===== config.mk =====
export PLATFORM = sky130hd
export DESIGN_NAME = mxbus_if
export DESIGN_NICKNAME = d
export VERILOG_FILES = /design/src/rtl/mxbus_pkg.sv /design/src/rtl/mxbus_quarter_gen.sv /design/src/rtl/mxbus_pin_seq.sv /design/src/rtl/mxbus_addr_latch.sv /design/src/rtl/mxbus_if.sv
export SDC_FILE = /design/constraint.sdc
export NUM_CORES = 1
export LEC_CHECK = 0
export BUFFER_PORTS_ARGS = -buffer_cell sky130_fd_sc_hd__buf_2
export CAP_MARGIN = 40
export CORE_MARGIN = 4
export CORE_UTILIZATION = 53
export CTS_CLUSTER_SIZE = 24
export DETAILED_ROUTE_END_ITERATION = 8
export GPL_TIMING_DRIVEN = 0
export PLACE_DENSITY = 0.84
export SLEW_MARGIN = 5
export SYNTH_ARGS = -nofsm -noshare
export SYNTH_HDL_FRONTEND = slang
export SYNTH_SLANG_ARGS = --single-unit

===== constraint.sdc =====
create_clock -name clk -period 3.5 [get_ports clk]
set_clock_uncertainty 0.15 [all_clocks]
set_input_delay 0.525 -clock clk [delete_from_list [all_inputs] [get_ports clk]]
set_output_delay 0.525 -clock clk [all_outputs]
set_load 0.01 [all_outputs]

===== src/rtl/mxbus_pkg.sv =====
package mxbus_pkg;
  // Quarters of one E period, one oscillator cycle each.
  typedef enum logic [1:0] {
    Q_STRB = 2'd0,  // strobe high, low address on shared port
    Q_TURN = 2'd1,  // strobe low, port released
    Q_DLO  = 2'd2,  // E high, first data quarter
    Q_DHI  = 2'd3   // E high, last data quarter; E falls at its end
  } quarter_e;

  localparam int unsigned QUARTERS = 4;
endpackage


===== src/rtl/mxbus_quarter_gen.sv =====
module mxbus_quarter_gen
  import mxbus_pkg::*;
(
  input  logic     clk,
  input  logic     rst,
  input  logic     stop_in,
  output quarter_e nxt_q,
  output logic     nxt_halted,
  output logic     cyc_start,
  output logic     cyc_end
);
  quarter_e q;
  logic     halted;
  logic     boundary;

  assign boundary   = halted || (q == Q_DHI);
  assign cyc_end    = !halted && (q == Q_DHI);
  assign cyc_start  = boundary && !stop_in;
  assign nxt_halted = boundary ? stop_in : 1'b0;

  always_comb begin
    if (boundary) nxt_q = stop_in ? Q_DHI : Q_STRB;
    else          nxt_q = quarter_e'(q + 2'd1);
  end

  always_ff @(posedge clk) begin
    if (rst) begin
      halted <= 1'b1;
      q      <= Q_DHI;
    end else begin
      halted <= nxt_halted;
      q      <= nxt_q;
    end
  end
endmodule


===== src/rtl/mxbus_pin_seq.sv =====
module mxbus_pin_seq
  import mxbus_pkg::*;
#(
  parameter int unsigned ADDR_W = 16,
  parameter int unsigned DATA_W = 8,
  localparam int unsigned HI_W  = ADDR_W - DATA_W
) (
  input  logic              clk,
  input  logic              rst,
  input  quarter_e          nxt_q,
  input  logic              nxt_halted,
  input  logic              cyc_start,
  input  logic              cyc_end,
  input  logic              req_valid,
  input  logic [ADDR_W-1:0] req_addr,
  input  logic              req_write,
  input  logic [DATA_W-1:0] req_wdata,
  input  logic [DATA_W-1:0] mux_in,
  output logic              req_ack,
  output logic [DATA_W-1:0] rd_data,
  output logic              rd_valid,
  output logic              e_clk,
  output logic              as_strobe,
  output logic [HI_W-1:0]   addr_hi,
  output logic [DATA_W-1:0] mux_out,
  output logic              mux_oe
);
  logic              cur_valid, cur_write;
  logic [ADDR_W-1:0] cur_addr;
  logic [DATA_W-1:0] cur_wdata;

  logic              n_valid, n_write, take;
  logic [ADDR_W-1:0] n_addr;
  logic [DATA_W-1:0] n_wdata;
  logic              n_strb, n_data;

  assign take    = cyc_start && req_valid;
  assign n_valid = cyc_start ? req_valid : (cyc_end ? 1'b0 : cur_valid);
  assign n_write = take ? req_write : cur_write;
  assign n_addr  = take ? req_addr  : cur_addr;
  assign n_wdata = take ? req_wdata : cur_wdata;
  assign n_strb  = !nxt_halted && (nxt_q == Q_STRB);
  assign n_data  = !nxt_halted && ((nxt_q == Q_DLO) || (nxt_q == Q_DHI));

  always_ff @(posedge clk) begin
    if (rst) begin
      cur_valid <= 1'b0;
      cur_write <= 1'b0;
      cur_addr  <= '0;
      cur_wdata <= '0;
      req_ack   <= 1'b0;
      rd_data   <= '0;
      rd_valid  <= 1'b0;
      e_clk     <= 1'b0;
      as_strobe <= 1'b0;
      addr_hi   <= '0;
      mux_out   <= '0;
      mux_oe    <= 1'b0;
    end else begin
      cur_valid <= n_valid;
      cur_write <= n_write;
      cur_addr  <= n_addr;
      cur_wdata <= n_wdata;
      req_ack   <= take;
      e_clk     <= n_data;
      as_strobe <= n_strb;
      addr_hi   <= n_addr[ADDR_W-1:DATA_W];
      rd_valid  <= cyc_end && cur_valid && !cur_write;
      if (cyc_end && cur_valid && !cur_write) rd_data <= mux_in;
      if (n_strb) begin
        mux_out <= n_addr[DATA_W-1:0];
        mux_oe  <= 1'b1;
      end else if (n_data && n_valid && n_write) begin
        mux_out <= n_wdata;
        mux_oe  <= 1'b1;
      end else begin
        mux_oe  <= 1'b0;
      end
    end
  end
endmodule


===== src/rtl/mxbus_addr_latch.sv =====
module mxbus_addr_latch #(
  parameter int unsigned W = 8
) (
  input  logic         clk,
  input  logic         rst,
  input  logic         le,
  input  logic [W-1:0] d,
  output logic [W-1:0] q
);
  logic [W-1:0] held;

  // Transparent while le is high, holds the last value once le drops.
  assign q = le ? d : held;

  always_ff @(posedge clk) begin
    if (rst)     held <= '0;
    else if (le) held <= d;
  end
endmodule


===== src/rtl/mxbus_if.sv =====
module mxbus_if
  import mxbus_pkg::*;
#(
  parameter int unsigned ADDR_W = 16,
  parameter int unsigned DATA_W = 8,
  localparam int unsigned HI_W  = ADDR_W - DATA_W
) (
  input  logic              clk,
  input  logic              rst,
  input  logic              stop_in,
  input  logic              req_valid,
  input  logic [ADDR_W-1:0] req_addr,
  input  logic              req_write,
  input  logic [DATA_W-1:0] req_wdata,
  output logic              req_ack,
  output logic [DATA_W-1:0] rd_data,
  output logic              rd_valid,
  output logic              e_clk,
  output logic              as_strobe,
  output logic [HI_W-1:0]   addr_hi_port,
  output logic [DATA_W-1:0] mux_out,
  output logic              mux_oe,
  input  logic [DATA_W-1:0] mux_in,
  output logic [ADDR_W-1:0] mem_addr
);
  quarter_e          nxt_q;
  logic              nxt_halted, cyc_start, cyc_end;
  logic [DATA_W-1:0] bus_pins;
  logic [DATA_W-1:0] lo_addr;

  mxbus_quarter_gen u_qgen (
    .clk        (clk),
    .rst        (rst),
    .stop_in    (stop_in),
    .nxt_q      (nxt_q),
    .nxt_halted (nxt_halted),
    .cyc_start  (cyc_start),
    .cyc_end    (cyc_end)
  );

  mxbus_pin_seq #(.ADDR_W(ADDR_W), .DATA_W(DATA_W)) u_seq (
    .clk        (clk),
    .rst        (rst),
    .nxt_q      (nxt_q),
    .nxt_halted (nxt_halted),
    .cyc_start  (cyc_start),
    .cyc_end    (cyc_end),
    .req_valid  (req_valid),
    .req_addr   (req_addr),
    .req_write  (req_write),
    .req_wdata  (req_wdata),
    .mux_in     (mux_in),
    .req_ack    (req_ack),
    .rd_data    (rd_data),
    .rd_valid   (rd_valid),
    .e_clk      (e_clk),
    .as_strobe  (as_strobe),
    .addr_hi    (addr_hi_port),
    .mux_out    (mux_out),
    .mux_oe     (mux_oe)
  );

  // Value present on the shared pins: own drive when enabled, else external.
  assign bus_pins = mux_oe ? mux_out : mux_in;

  mxbus_addr_latch #(.W(DATA_W)) u_lat (
    .clk (clk),
    .rst (rst),
    .le  (as_strobe),
    .d   (bus_pins),
    .q   (lo_addr)
  );

  assign mem_addr = {addr_hi_port, lo_addr};
endmodule


# After elaboration in Yosys (flattened, before gate mapping)
# Index checks and enable logic that the tools add are counted.
[totals] reg_bits=66 output_inout_bits=45 n_memories=0 romBits=0 elab_cells=50 ramBits=0 latch_bits=0
[op_classes] bitwise=0 magnitude_cmp=0 n_mul=0 div_mod_pow=0 n_addsub=1 mux=14 n_eq_ne=3 shifts=0 n_reduce_logical=17
[ops] operator="2-to-1 mux 8 bit" count=5
[ops] operator="2-to-1 mux 16 bit" count=1
[ops] operator="logical AND 1 bit" count=9
[ops] operator="== test 2 bit (second input constant)" count=3
[ops] operator="2-to-1 mux 1 bit" count=6
[ops] operator="zero test 1 bit" count=4
[ops] operator="2-to-1 mux 2 bit" count=2
[ops] operator="adder 2 x 1 -> 2 bit (second input constant)" count=1
[ops] operator="zero test 2 bit" count=1
[ops] operator="logical OR 1 bit" count=2
[ops] operator="nonzero test 2 bit" count=1

# Longest topological paths before layout
# Gate-level depths: netlist of the first run.
[depth] depth_word=10 ltp_mapped=7 depth_no_buf=5

# By module
# Synthesis of the first run repeated with hierarchy kept, for this count alone.
[unflattened] cells_unflattened=248 area_unflattened_um2=2537.4
[by_module_without_submodules] mod="mxbus_pin_seq" instances=1 seq_area_each_um2=940.9 area_per_inst_um2=1863.0 cells_per_inst=192
[by_module_without_submodules] mod="mxbus_addr_latch" instances=1 seq_area_each_um2=160.2 area_per_inst_um2=341.6 cells_per_inst=25
[by_module_without_submodules] mod="mxbus_if" instances=1 seq_area_each_um2=0.0 area_per_inst_um2=191.4 cells_per_inst=17
[by_module_without_submodules] mod="mxbus_quarter_gen" instances=1 seq_area_each_um2=60.1 area_per_inst_um2=141.4 cells_per_inst=14

# Least setup slack after synthesis of the first run
# OpenSTA, ideal clock, no wires.
[synth_timing] path_kind="reg-to-reg" startpoint="register u_qgen.q[0]" endpoint="register u_seq.mux_out[6]" n_path_buf=1 setup_ns=0.128 path_stages_with_launch=7 synth_period_minus_slack_ns=1.815 arrival_ns=1.536 setup_slack_ns=1.685 required_ns=3.222 cell_sequence="dfxtp_1 > ha_1 > or4b_1 > o21ai_2 > or2_1 > buf_6 > o32ai_1"
[synth_via] elab_chain_len=9 word_cells_on_any_way=25 classes_between="add/sub (1); eq/ne (3); mux (9); reduce/logical (12)"
[synth_lines] item="start, declared" line="mxbus_quarter_gen.sv:12" rtl="quarter_e q;"
[synth_lines] item="start signal, assigned" line="mxbus_quarter_gen.sv:32" rtl="q <= nxt_q;"
[synth_lines] item="parallel branches: the longest is 9 deep, another holds adder 2 x 1 -> 2 bit"
[synth_lines] item="end signal, assigned" line="mxbus_pin_seq.sv:71" rtl="mux_out <= n_addr[DATA_W-1:0];"
[synth_lines] item="end signal, assigned" line="mxbus_pin_seq.sv:74" rtl="mux_out <= n_wdata;"
[synth_lines] item="end, declared" line="mxbus_pin_seq.sv:25" rtl="output logic [DATA_W-1:0] mux_out,"
# Several ways; the timed one is not identified. The select of a mux whose other input is x is not followed.
# A chain may end at the register's enable or synchronous reset.

# Final worst setup path of the first run
[layout_timing] startpoint="register u_seq.as_strobe" endpoint="output port mem_addr[3]"
[layout_via] elab_chain_len=1
[layout_lines] item="start, declared" line="mxbus_pin_seq.sv:23" rtl="output logic as_strobe,"
[layout_lines] item="start signal, assigned" line="mxbus_pin_seq.sv:66" rtl="as_strobe <= n_strb;"
[layout_lines] item="2-to-1 mux 8 bit"
[layout_lines] item="end, declared" line="mxbus_if.sv:24" rtl="output logic [ADDR_W-1:0] mem_addr"
# Every way passes these cells.

==> results of run 1 <==
-- flip-flops by register name, indices dropped and copies added (netlist names), 2 cells and up --
name             count
u_lat.held           8
u_qgen.q             2
u_seq.cur_addr      16
u_seq.cur_wdata      8
u_seq.mux_out        8
u_seq.rd_data        8
-- area by class of cell --
| cell class | count | area [um^2] |
|---|---|---|
| Fill cell | 354 | 1280 |
| Tap cell | 52 | 65.1 |
| Buffer | 35 | 229 |
| Clock buffer | 11 | 141 |
| Inverter | 2 | 7.51 |
| Multi-Input combinational cell | 183 | 1010 |
| Clock inverter | 5 | 77.6 |
| Sequential cell | 58 | 1160 |
| Timing Repair Buffer | 81 | 405 |
-- cells by family after synthesis --
kind of cell	synth area share
and+or+nand+nor	0.214
DFF	0.481
AOI/OAI and AO/OA	0.135
buffers and inverters	0.0980
muxes	0.0664
adders and majority gates	0.00519
-- per-stage QoR --
stage	power, W	cells	utilization
CTS	0.00160	427	0.707
global route	0.00166	427	0.707
floorplan	0.000852	278	-
detailed placement	0.000929	411	0.658
global placement	0.000922	411	0.658
finish	0.00159	427	0.707
-- power breakdown --
part | leakage (nW) | total [W] | internal (W) | switching [W]
logic | 0.905 | 0.000205 | 0.0000953 | 0.000109
clock network | 0.109 | 0.000672 | 0.000418 | 0.000254
registers | 0.474 | 0.000710 | 0.000693 | 0.0000173
-- layout by cell type, fill, tap and decap left out --
cell                         instances
sky130_fd_sc_hd__inv_1               2
sky130_fd_sc_hd__nand3b_1            1
sky130_fd_sc_hd__a21oi_1            35
sky130_fd_sc_hd__buf_4              20
sky130_fd_sc_hd__or4b_1              1
sky130_fd_sc_hd__and2_1              1
sky130_fd_sc_hd__bufinv_16           2
sky130_fd_sc_hd__nand2b_1            1
sky130_fd_sc_hd__clkbuf_8           10
sky130_fd_sc_hd__or2_1               1
sky130_fd_sc_hd__buf_2              87
sky130_fd_sc_hd__nand2_4             1
sky130_fd_sc_hd__nand4b_1            1
sky130_fd_sc_hd__o32ai_2             1
sky130_fd_sc_hd__nor2_1             31
sky130_fd_sc_hd__and3b_1             1
sky130_fd_sc_hd__a211oi_1            8
sky130_fd_sc_hd__clkinvlp_4          1
sky130_fd_sc_hd__nand2_1            54
sky130_fd_sc_hd__buf_6               2
sky130_fd_sc_hd__ha_1                1
sky130_fd_sc_hd__o32ai_1             7
sky130_fd_sc_hd__clkinv_2            2
sky130_fd_sc_hd__clkbuf_1            8
sky130_fd_sc_hd__dfxtp_1            58
sky130_fd_sc_hd__nor2b_1            10
sky130_fd_sc_hd__and3_1              8
sky130_fd_sc_hd__o21ai_2             1
sky130_fd_sc_hd__or2_4               1
sky130_fd_sc_hd__o21ai_0             1
sky130_fd_sc_hd__mux2i_1            16
sky130_fd_sc_hd__and4b_1             1
-- tightest hold or removal path, stage by stage --
cell	delay (ns)
sky130_fd_sc_hd__buf_2	0.09
sky130_fd_sc_hd__nand2_1	0.04
sky130_fd_sc_hd__a21oi_1	0.05
-- layer usage --
metal / part of all wire / global-route usage
met2: 0.44 / 0.328
met5: 0 / 0
met4: 0.012 / 0.0718
met1: 0.44 / 0.257
met3: 0.11 / 0.0778
-- worst min-delay path by stage --
stage,startpoint,to,slack (ns),cells after the start
5_1_grt,req_addr[10],u_seq.cur_addr[10],0.27,3
4_1_cts,req_addr[9],u_seq.cur_addr[9],0.26,3
3_3_place_gp,u_seq.rd_data[3],u_seq.rd_data[3],0.29,2
3_5_place_dp,u_seq.rd_data[7],u_seq.rd_data[7],0.30,2
6_report,req_addr[9],u_seq.cur_addr[9],0.28,3
2_1_floorplan,u_seq.cur_wdata[0],u_seq.cur_wdata[0],0.29,2
==> results by stage, run 1 <==
Synth:
- The post-synthesis cell area is about 2400 um^2.
- Of the synthesized area, sequential elements account for 0.481.
- By area the synthesized netlist is led by sky130_fd_sc_hd__dfxtp_1 48%, sky130_fd_sc_hd__nand2_1 8.4%, sky130_fd_sc_hd__a21oi_1 7.3%.
- During synthesis, Yosys emitted a total of 0 warnings.
- The post-synthesis cell type with the largest combined area is sky130_fd_sc_hd__dfxtp_1.
- The synthesized instance count is 278.
- The commonest cells after synthesis are 58 x sky130_fd_sc_hd__dfxtp_1, 54 x sky130_fd_sc_hd__nand2_1, 35 x sky130_fd_sc_hd__a21oi_1.
- The synthesized design contains 58 register bits.
- The synthesized netlist contains 28 unique library cells.
- In the synthesized netlist the async set-or-reset flop fraction comes to 0.
- The share of the synthesized area in the top cell type is 0.481.
- Counting every net in the synthesized netlist gives 316.
- By instance count, the leading cell after synthesis is sky130_fd_sc_hd__dfxtp_1.
- The most frequently used flop master after synthesis is sky130_fd_sc_hd__dfxtp_1.
- Yosys mapped a number of flops with a built-in enable equal to 0.
- The synthesized area per cell is 8.68 um^2.

Clock network:
- Clock-pin slew was measured on the worst setup and hold paths at 0.07 ns.
- The H-tree level count is 3.
- The TritonCTS buffer count is 9.
- Post-CTS repair changed the size of 0 cells.
- The number of setup buffers added after CTS is 0.
- The total clock sinks is 58.
- The number of hold buffers added after CTS was 0.
- TritonCTS built the clock tree.
- In this run the deepest clock path goes through 2 buffers.
- The insertion delay of the later-clocked pin in the worst-skew pair is between 0.3 and 0.4 ns.
- CTS placed an instance of sky130_fd_sc_hd__clkbuf_8 at the clock tree root.

Detailed routing:
- In the routed design, unresolved DRC markers number 0.
- After detailed routing, the number of vias per cell comes to 5.05.
- The total wire length is 5720 um.
- The number of routed nets with antenna violations is 0.
- Dividing the detail-routed wire length by the instance count gives 13.4 um.
- The iteration-0 DRC count of the detailed router is 79.
- The first detailed-routing pass took 4 iterations.
- The total vias in the final route is 2157.

GRT:
- The initial antenna violation count was 0.
- The first global-routing pass estimated 8780 um of wire.
- The largest net degree at the start of global routing is 11.
- In the global route stage, overall resource usage came out at 0.206.
- After global routing the overflow that remains totals 0.
- The number of global-route vias before repair is 1968.

Die:
- The initial standard-cell utilization of the core is 0.550.
- Row generation in the floorplan step produced 24 rows.
- The placeable core area is 4380 um^2.
- The die area is 5690 um^2.
- The die width is about 75 um.
- For this design the top-level I/O count stands at between 80 and 90.
- The floorplan step set the die height to between 70 and 80 um.

Timing:
- The share of the clock period used by the worst path is 0.638.
- The number of setup violations in the final report is 0.
- After layout, the worst setup slack is 1.27 ns.
- For the pin with the worst max-slew slack, the measured transition is 0.563 ns.
- The setup total negative slack is 0 ns.
- The total count of hold-check failures in the final report is 0.
- The minimum hold slack is 0.275 ns.
- The final max-slew violation count is 0.
- Based on the critical path, the design can be clocked at up to 0.448 GHz.
- Setup repair after global routing left no endpoint under its margin.
- The worst path needs 2.23 ns of the cycle, external delays included.
- The worst pin sits at a relative slew slack of 0.624.

Placement:
- The detailed placement HPWL is 4270 um.
- The global placer's final weighted congestion is 0.839.
- The post-placement setup slack is 1.54 ns.
- The quantity of I/O buffers inserted on ports is 81.
- The total placed instance area is 2880 um^2.

Critical path:
- Traced cell by cell, the critical path runs through clkbuf_1 -> buf_2 -> nor2_1 -> a21oi_1 -> buf_2.
- The kind of cell adding the most delay to the critical path is buffers and inverters.
- The origin of the critical flop-to-flop path is u_qgen.q[0].
- The cell depth of the worst setup path is 5.
- The critical path's most frequent cell is sky130_fd_sc_hd__buf_2.
- The register-to-register setup slack is 1.56 ns.
- In this run the critical register-to-register path is captured at u_seq.mux_out[2].
- The data required time at the worst endpoint is roughly 2.8 ns.
- The buffers plus inverters on the worst setup path is 3.
- On the critical path, the stage with the largest delay is an instance of sky130_fd_sc_hd__dfxtp_1.
- Along the worst path, the maximum fanout reaches 10.
- The number of cell instances on the worst register-to-register path is 6.
- The end of the critical path is mem_addr[3].
- The worst setup path is launched from a flop.
- Data on the critical path arrives at its endpoint at 1.56 ns.
- The kind of critical path is reg2out.
- In this design, the stage delay of the slowest critical-path cell is 0.33 ns.
- The launch point of the worst path is u_seq.as_strobe.
- The worst setup path is captured at an output pin.

Outcome:
- The run finished with clean final reports.

Power and ir drop:
- The maximum resistive drop on vdd is ~0.00041 V.
- The ratio of total power to cell area is 512 nW/um^2.
- The leakage power of the design is 1.49 nW.

Finish:
- The final net count is 408.
- After routing the design area is ~3100 um^2.
- Relative to the synthesized area, the layout overhead comes to 28.6%.
- Of the cells placed in the final design, the portion with a size suffix greater than 1 is 0.341.
- The number of antenna diodes in the final layout is 0.

Hold path:
- The min-delay analysis places its worst path in the category in2reg.

Job:
- The number of violations of the max-capacitance limit is 0.
(Power assumes the default switching activity.)
==> run 2, diff against run 1 <==
--- a/config.mk
+++ b/config.mk
@@ -8,11 +8,11 @@
 export BUFFER_PORTS_ARGS = -buffer_cell sky130_fd_sc_hd__buf_2
 export CAP_MARGIN = 40
 export CORE_MARGIN = 4
-export CORE_UTILIZATION = 53
+export CORE_UTILIZATION = 45
 export CTS_CLUSTER_SIZE = 24
 export DETAILED_ROUTE_END_ITERATION = 8
 export GPL_TIMING_DRIVEN = 0
-export PLACE_DENSITY = 0.84
+export PLACE_DENSITY = 0.76
 export SLEW_MARGIN = 5
 export SYNTH_ARGS = -nofsm -noshare
 export SYNTH_HDL_FRONTEND = slang
==> constraint.sdc (replaced) <==
create_clock -name clk -period 1.92 [get_ports clk]
set_clock_uncertainty 0.15 [all_clocks]
set_input_delay 0.288 -clock clk [delete_from_list [all_inputs] [get_ports clk]]
set_output_delay 0.288 -clock clk [all_outputs]
set_load 0.01 [all_outputs]
==> run 2 against run 1 <==
Routed wire length increased by 1.2%. Largest power group unchanged. Worst setup slack got worse by 1.2 ns. Highest routed layer unchanged. Clock power increased by 41%. Die area increased by 16%. Sequential share of layout area about the same. Via count decreased by 2.5%. Non-clock buffer count increased by 1. Critical path type is now reg2reg. Utilization decreased by 10 points.
==> results by stage, run 2 (synthesis results as in run 1) <==
Outcome:
- The run finished with clean final reports.

Timing:
- The worst slew margin relative to its limit is 0.634 (+0.0100).
- The transition time at the pin with the least slew margin was 0.548 ns (-0.0150 ns).
- The final max-slew violation count is 0 (unchanged).
- The number of setup violations in the final report was 0 (unchanged).
- The time the worst path needs with I/O delays and setup is 1.83 ns.
- The maximum frequency from static timing analysis is 0.547 GHz.
- The share of the clock period used by the worst path is 0.951.
- The total count of hold-check failures in the final report is 0 (unchanged).
- Setup repair after global routing left no endpoint under its margin.
- The setup total negative slack is 0 ns (unchanged).

Detailed routing:
- The detailed-route DRC error count was 0 (unchanged).
- The iteration-0 DRC count of the detailed router is 89 (+13%).
- The total vias in the final route is 2104 (-2.5%).
- The total wire length is 5780 um (+1.2%).
- The number of routed nets with antenna violations is 0 (unchanged).
- The per-cell routed wire length is 13.0 um (-3.2%).
- The number of iterations in the first detailed-routing pass is 4 (unchanged).
- The via count normalized by instance count is 4.72 (-6.6%).

Placement:
- The detailed placement HPWL is 4210 um (-1.5%).
- The cell count after placement is 429 (+4.4%).
- The global placer's final weighted congestion is 0.777 (-7.4%).
- The quantity of I/O buffers inserted on ports is 81 (unchanged).

Clock network:
- The insertion delay of the later-clocked pin in the worst-skew pair is 0.33 ns (about the same).
- The total clock sinks came to 58 (unchanged).
- The post-CTS clock slew at the launch and capture registers of the worst setup and hold paths was 0.06 ns (about the same).
- The TritonCTS buffer count is 9 (unchanged).
- The H-tree level count was 3 (unchanged).
- The cell at the root of the clock tree is sky130_fd_sc_hd__clkbuf_8.
- The TritonCTS clock tree is built.
- The number of buffers on the longest clock path was 2 (unchanged).
- The total of hold buffers inserted after clock tree synthesis was 0 (unchanged).

Power and ir drop:
- The maximum resistive drop on vdd came to 0.000496 V (+21%).
- The sequential group share of total power is 0.496 (+0.048).
- The total power was 0.00262 W (+65%).
- The share of power burned in combinational logic is 0.144 (+0.015).
- The net switching power figure is 0.000679 W (+78%).
- The fraction of power spent switching nets is 0.259 (+0.0187).
- The leakage power of the design came to 1.48 nW (-0.75%).
- The design internal power is 0.00194 W (+61%).
- The ratio of total power to cell area came to 843 nW/um^2 (+65%).
- The portion of total power attributed to the clock network is 0.360 (-0.063).

GRT:
- The combined global-route utilization of all metal layers was 0.184 (-0.0218).
- The number of global-route vias before repair came to 1998 (+1.5%).
- The initial antenna violation count is 0 (unchanged).
- The first-pass GRT wire length is 9160 um (+4.4%).
- The largest net degree at the start of global routing is 11 (unchanged).
- The total congestion overflow was 0 (unchanged).

Critical path:
- The number of cell instances on the worst register-to-register path is 6 (unchanged).
- The critical path goes through ha_4 -> or4b_4 -> o21ai_2 -> or2_1 -> buf_6 -> o32ai_1.
- The critical path in this run is classified as reg2reg.
- The cell depth of the worst setup path was 6 (+1).
- The slowest stage of the critical path is the sky130_fd_sc_hd__or4b_4 cell.
- The biggest fanout along the worst timing path is 8 (-2).
- The buffers plus inverters on the worst setup path is 1 (-2).
- The data arrival time of the critical path is 1.88 ns (+0.32 ns).
- The worst stage delay on the critical path came to 0.53 ns (+0.20 ns).
- The launching element type of the critical path is a flop.
- STA classifies the critical path endpoint as a flop.
- The kind of cell adding the most delay to the critical path is simple AND/OR/NAND/NOR gates.
- The data required time at the worst endpoint is 1.98 ns (-0.84 ns).

Finish:
- The area of the multi-input gates is 1040 um^2 (+2.1%).
- The number of inserted diodes was 0 (unchanged).
- The library cell used most frequently in the layout, excluding fill and tap cells, is sky130_fd_sc_hd__buf_2.
- The number of cells in the finished layout apart from fillers came to 446 (+4.4%).
- The ratio of cells with drive above 1 in the final layout is 0.356 (+0.0150).
- The filler cell count in the final layout is 498 (+41%).
- The final net count is 409 (+0.25%).
- The library cells used most frequently in the layout, excluding fill and tap cells, are 85 x sky130_fd_sc_hd__buf_2, 55 x sky130_fd_sc_hd__dfxtp_1, 54 x sky130_fd_sc_hd__nand2_1.
- The flip-flop count of the largest register after layout is 16 (unchanged).
- The area of all sequential standard cells is 1160 um^2 (+0.32%).
- More flip-flops sit in one register than any other, and that register is u_seq.cur_addr.
- The area growth from synthesis to layout is 28.9%.

Hold path:
- The classification of the worst-slack hold path is in2reg.
- The number of cells traversed by the worst hold path is 3 (unchanged).

Die:
- The height of the chip is 81.2 um (+7.6%).
- The number of standard-cell rows in the floorplan came to 26 (+8.3%).
- The placeable core area is 5140 um^2 (+17%).
- The top-level port count is 82 (unchanged).
- The initial standard-cell utilization of the core came to 0.469 (-0.0809).
- The die area is 6600 um^2 (+16%).
- The die width was 81.2 um (+7.6%).

Job:
- The number of violations of the max-capacitance limit is 0 (unchanged).
[run 2: cell types whose count changed in the layout (fill, tap and decap cells not counted), sizes merged]
cell | previous run | this run
bufinv | 2 | 0
clkbuf | 18 | 21
clkinv | 2 | 3
clkinvlp | 1 | 0
[run 2: worst register-to-register path, cell delays in order (launching register included)]
cell and delay (ns):
sky130_fd_sc_hd__dfxtp_2 0.33, sky130_fd_sc_hd__ha_4 0.24, sky130_fd_sc_hd__or4b_4 0.53, sky130_fd_sc_hd__o21ai_2 0.09, sky130_fd_sc_hd__or2_1 0.14, sky130_fd_sc_hd__buf_6 0.13
sky130_fd_sc_hd__o32ai_1 0.09
[run 2: power by group through the flow]
stage,Clock (W),Sequential [W],Combinational (W)
floorplan,0,0.00132,0.000233
global placement,0,0.00132,0.000366
detailed placement,0,0.00132,0.000372
global route,0.00102,0.00131,0.000423
finish,0.000945,0.00130,0.000378
CTS,0.000973,0.00130,0.000371
[run 2: worst paths after layout]
path	slack (ns)	to	from
setup / recovery	0.09	u_seq.mux_out[1]	u_qgen.q[1]
hold / removal	0.04	u_seq.cur_addr[8]	req_addr[8]
hold reg to reg	0.30	u_seq.rd_data[4]	u_seq.rd_data[4]
setup reg to reg	0.09	u_seq.mux_out[1]	u_qgen.q[1]
[run 2: timing repair]
item / CTS / global route
setup endpoints to repair: 10 / 14
resized for setup: 0 / 8
pin swaps: 1 / 2
setup buffers: 0 / 2
[run 2: area by class of cell]
| type | count | area share |
|---|---|---|
| plain buffers | 34 | 0.0740 |
| repair buffers | 83 | 0.135 |
| clock buffers | 13 | 0.0479 |
| inverters | 2 | 0.00241 |
| multi-input cells | 183 | 0.333 |
| well taps | 70 | 0.0282 |
| flip-flops and latches | 58 | 0.374 |
| clock inverters | 3 | 0.00483 |
[run 2: layer usage]
| metal | up-vias | track usage | share of wire |
|---|---|---|---|
| met5 | - | 0 | 0 |
| met2 | 86 | 0.277 | 0.42 |
| li1 | 1107 | - | - |
| met1 | 899 | 0.236 | 0.46 |
| met3 | 12 | 0.0565 | 0.094 |
| met4 | 0 | 0.0997 | 0.020 |
[run 2: per-stage QoR]
step / utilization / setup slack, ns / cell area [um^2] / hold WS (ns)
5_1_grt: 0.605 / 0.000000222 / 3110 / 0.0273
2_1_floorplan: - / 0.105 / 2410 / 0.274
6_report: 0.605 / 0.0932 / 3110 / 0.0391
4_1_cts: 0.596 / 0.00389 / 3070 / 0.0254
3_5_place_dp: 0.565 / -0.000470 / 2910 / 0.297
3_3_place_gp: 0.565 / 0.0209 / 2910 / 0.290
==> run 3, diff against run 2 <==
--- a/config.mk
+++ b/config.mk
@@ -5,10 +5,11 @@
 export SDC_FILE = /design/constraint.sdc
 export NUM_CORES = 1
 export LEC_CHECK = 0
+export ABC_AREA = 1
 export BUFFER_PORTS_ARGS = -buffer_cell sky130_fd_sc_hd__buf_2
 export CAP_MARGIN = 40
 export CORE_MARGIN = 4
-export CORE_UTILIZATION = 45
+export CORE_UTILIZATION = 46
 export CTS_CLUSTER_SIZE = 24
 export DETAILED_ROUTE_END_ITERATION = 8
 export GPL_TIMING_DRIVEN = 0
==> run 3 against run 2 <==
Synthesized cell count up 29%. Final area rose by 7.0%. Combinational power increased by 27%. Routed wire length rose by 10%. Non-clock buffer count down 6. Synthesized area grew 9.3%. Die area up 6.3%.
==> results by stage, run 3 <==
Synth:
- The warning count from the yosys run is 0 (unchanged).
- The synthesized area per cell is 7.37 um^2 (-15%).
- The register area share after synthesis is 0.440 (-0.0411).
- The fraction of registers with async set or reset after synthesis is 0 (unchanged).
- The flip-flop and latch count after synthesis is 58 (unchanged).
- The distinct cell type count after synthesis is 21 (-25%).
- The most frequently used flop master after synthesis is sky130_fd_sc_hd__dfxtp_1.
- The count of flip-flops with a built-in enable after synthesis is 0 (unchanged).
- The net count after synthesis is 396 (+25%).
- The share of the synthesized area in the top cell type is 0.440 (-0.0411).
- By count the netlist is led by 83 x sky130_fd_sc_hd__nand2_1, 58 x sky130_fd_sc_hd__dfxtp_1, 43 x sky130_fd_sc_hd__inv_1.
- The synthesized instance count was 358 (+29%).
- By instance count, the leading cell after synthesis is sky130_fd_sc_hd__nand2_1.
- The biggest area contributor in the post-synthesis netlist is sky130_fd_sc_hd__dfxtp_1.
- The post-synthesis cell area is 2640 um^2 (+9.3%).
- By area the synthesized netlist is led by sky130_fd_sc_hd__dfxtp_1 44%, sky130_fd_sc_hd__nand2_1 12%, sky130_fd_sc_hd__nand3_1 6.5%.

Power and ir drop:
- The portion of total power attributed to the clock network came to 0.365 (+0.005).
- The share of power burned in combinational logic is 0.170 (+0.026).
- The design internal power was 0.00205 W (+5.4%).
- The maximum resistive drop on vdd is 0.000574 V (+16%).
- The ratio of total power to cell area came to 851 nW/um^2 (+0.85%).
- The leakage power of the design came to 1.67 nW (+13%).
- The fraction of power spent switching nets is 0.276 (+0.0169).
- The sequential group share of total power is 0.466 (-0.030).
- The net switching power figure was 0.000780 W (+15%).
- The total power is 0.00283 W (+7.9%).

Die:
- The top-level port count is 82 (unchanged).
- The die width is 83.7 um (+3.1%).
- The die area is 7010 um^2 (+6.3%).
- The placeable core area is 5540 um^2 (+7.8%).
- The number of standard-cell rows in the floorplan is 27 (+3.8%).
- The height of the chip is 83.7 um (+3.1%).
- The initial standard-cell utilization of the core is 0.476 (+0.00673).

Placement:
- The detailed placement HPWL is 4780 um (+14%).
- The global placer's final weighted congestion came to 0.786 (+1.2%).
- The total placed instance area was 3120 um^2 (+7.5%).
- The quantity of I/O buffers inserted on ports is 79 (-2.5%).

Clock network:
- The TritonCTS buffer count is 9 (unchanged).
- The cell at the root of the clock tree is sky130_fd_sc_hd__clkbuf_8.
- The TritonCTS clock tree is built.
- The number of buffers on the longest clock path is 2 (unchanged).
- The H-tree level count is 3 (unchanged).
- The insertion delay of the later-clocked pin in the worst-skew pair was 0.34 ns (about the same).
- The number of setup buffers added after CTS is 0 (unchanged).
- The post-CTS clock slew at the launch and capture registers of the worst setup and hold paths came to 0.07 ns (about the same).
- The total clock sinks is 58 (unchanged).

GRT:
- The combined global-route utilization of all metal layers came to 0.188 (+0.00372).
- The total congestion overflow came to 0 (unchanged).
- The largest net degree at the start of global routing is 11 (unchanged).
- The number of global-route vias before repair is 2367 (+18%).
- The initial antenna violation count is 0 (unchanged).
- The first-pass GRT wire length came to 10700 um (+17%).

Critical path:
- The buffers plus inverters on the worst setup path is 2 (+1).
- The worst setup path is of the reg2out kind.
- The critical path's most frequent cell is sky130_fd_sc_hd__o21ai_0.
- The worst setup path is launched from a flop.
- The register-to-register setup slack came to 0.17 ns (+0.08 ns).
- The cell with the largest stage delay on the worst path is sky130_fd_sc_hd__dfxtp_4.
- Walking the worst path, the cells encountered are buf_6 -> o21a_1 -> o21ai_0 -> o21ai_0 -> buf_2.
- The data required time at the worst endpoint is 1.48 ns (-0.50 ns).
- The biggest fanout along the worst timing path was 10 (+2).
- The data arrival time of the critical path is 1.35 ns (-0.53 ns).
- The worst setup path is captured at an output pin.
- The worst stage delay on the critical path came to 0.39 ns (-0.14 ns).
- The kind of cell adding the most delay to the critical path is flip-flops.

Detailed routing:
- The total vias in the final route came to 2529 (+20%).
- The total wire length is 6360 um (+10%).
- The per-cell routed wire length is 12.1 um (-6.4%).
- The iteration-0 DRC count of the detailed router came to 107 (+20%).
- The number of routed nets with antenna violations was 0 (unchanged).
- The detailed-route DRC error count is 0 (unchanged).
- The via count normalized by instance count is 4.83 (+2.3%).
- The number of iterations in the first detailed-routing pass came to 5 (+1).

Finish:
- In the layout the commonest cells are 83 x sky130_fd_sc_hd__nand2_1, 82 x sky130_fd_sc_hd__buf_2, 56 x sky130_fd_sc_hd__dfxtp_1.
- The flip-flop count of the largest register after layout is 16 (unchanged).
- The total non-filler cell area in the finished layout was 3330 um^2 (+7.0%).
- The ratio of cells with drive above 1 in the final layout is 0.285 (-0.0710).
- The number of inserted diodes was 0 (unchanged).
- More flip-flops sit in one register than any other, and that register is u_seq.cur_addr.
- The area of the multi-input gates is 1110 um^2 (+7.1%).
- Leaving out fill and tap cells, the most frequent cell in the layout is sky130_fd_sc_hd__nand2_1.
- The area of all sequential standard cells is 1170 um^2 (+0.11%).
- The area growth from synthesis to layout is 26.1%.
- The filler cell count in the final layout came to 541 (+8.6%).
- The final net count is 485 (+19%).

Outcome:
- The run finished with clean final reports.

Timing:
- The number of setup violations in the final report is 0 (unchanged).
- The maximum frequency from static timing analysis is 0.558 GHz (+1.9%).
- The transition time at the pin with the least slew margin is 0.565 ns (+0.0170 ns).
- The time the worst path needs with I/O delays and setup is 1.79 ns (-0.0345 ns).
- The final max-slew violation count is 0 (unchanged).
- The setup total negative slack is 0 ns (unchanged).
- The worst slew margin relative to its limit is 0.623 (-0.0113).
- The total count of hold-check failures in the final report is 0 (unchanged).
- The share of the clock period used by the worst path is 0.934 (-0.0179).
- Setup repair after global routing left no endpoint under its margin.

Job:
- The number of violations of the max-capacitance limit is 0 (unchanged).

Hold path:
- The min-delay analysis places its worst path in the category in2reg.
run 3: repair_timing:
| action | 4_1_cts | 5_1_grt |
|---|---|---|
| endpoints found under the setup margin | 8 | 13 |
| cloned | 0 | 0 |
| hold buffers | 0 | 0 |
| pin swaps | 0 | 0 |
| resized for setup | 4 | 6 |
run 3: cells by family (layout without fill, tap and decap cells):
kind of cell | Yosys count | count (layout) | synth area share
AND/OR/NAND/NOR | 171 | 171 | 0.305
buffers and inverters | 76 | 170 | 0.144
flip-flops | 58 | 58 | 0.440
AO/OA/AOI/OAI | 52 | 52 | 0.106
adder cells (fa/ha/maj) | 1 | 1 | 0.00474
run 3: path summary, 6_finish.rpt:
kind | startpoint | cells after the start | to
max reg2reg | u_qgen.q[0] | 10 | u_seq.mux_out[5]
min | mux_in[4] | 3 | u_seq.rd_data[4]
max | u_seq.as_strobe | 5 | mem_addr[4]
min reg2reg | u_seq.rd_data[7] | 2 | u_seq.rd_data[7]
run 3: cell type report:
class | instances | area share
clock inverter | 2 | 0.00301
multi-input combinational | 224 | 0.334
timing repair buffer | 79 | 0.119
clock buffer | 14 | 0.0519
tap | 72 | 0.0271
sequential | 58 | 0.351
buffer | 32 | 0.0666
inverter | 43 | 0.0485
run 3: routing by layer:
layer / GRT usage / vias up / part of all wire
li1: - / 1296 / -
met1: 0.233 / 1130 / 0.43
met2: 0.307 / 90 / 0.47
met3: 0.0385 / 13 / 0.081
met4: 0.0980 / 0 / 0.026
met5: 0 / - / 0
run 3: stage by stage:
step	cells	util	setup slack, ns	hold slack [ns]
finish	524	0.600	0.128	0.0539
global route	524	0.600	0.0112	0.0616
CTS	524	0.597	0.0426	0.0483
detailed placement	509	0.564	0.102	0.305
global placement	509	0.564	0.121	0.302
floorplan	358	-	0.328	0.283
run 3: power groups by stage:
stage          sequential, W  combinational [W]  clock (W)
2_1_floorplan        0.00134           0.000311          0
3_3_place_gp         0.00134           0.000467          0
3_5_place_dp         0.00134           0.000479          0
4_1_cts              0.00132           0.000479    0.00104
5_1_grt              0.00133           0.000546    0.00110
6_report             0.00132           0.000481    0.00103
run 3: worst register-to-register path, cell delays in order (launching register included):
cell	delay (ns)
sky130_fd_sc_hd__dfxtp_1	0.39
sky130_fd_sc_hd__ha_4	0.19
sky130_fd_sc_hd__nor2_4	0.06
sky130_fd_sc_hd__nor2_8	0.15
sky130_fd_sc_hd__nand2_4	0.11
sky130_fd_sc_hd__nand2_1	0.09
sky130_fd_sc_hd__nand2_1	0.08
sky130_fd_sc_hd__nand2_4	0.15
sky130_fd_sc_hd__nand2_4	0.10
sky130_fd_sc_hd__nand2_1	0.09
sky130_fd_sc_hd__a21oi_1	0.06
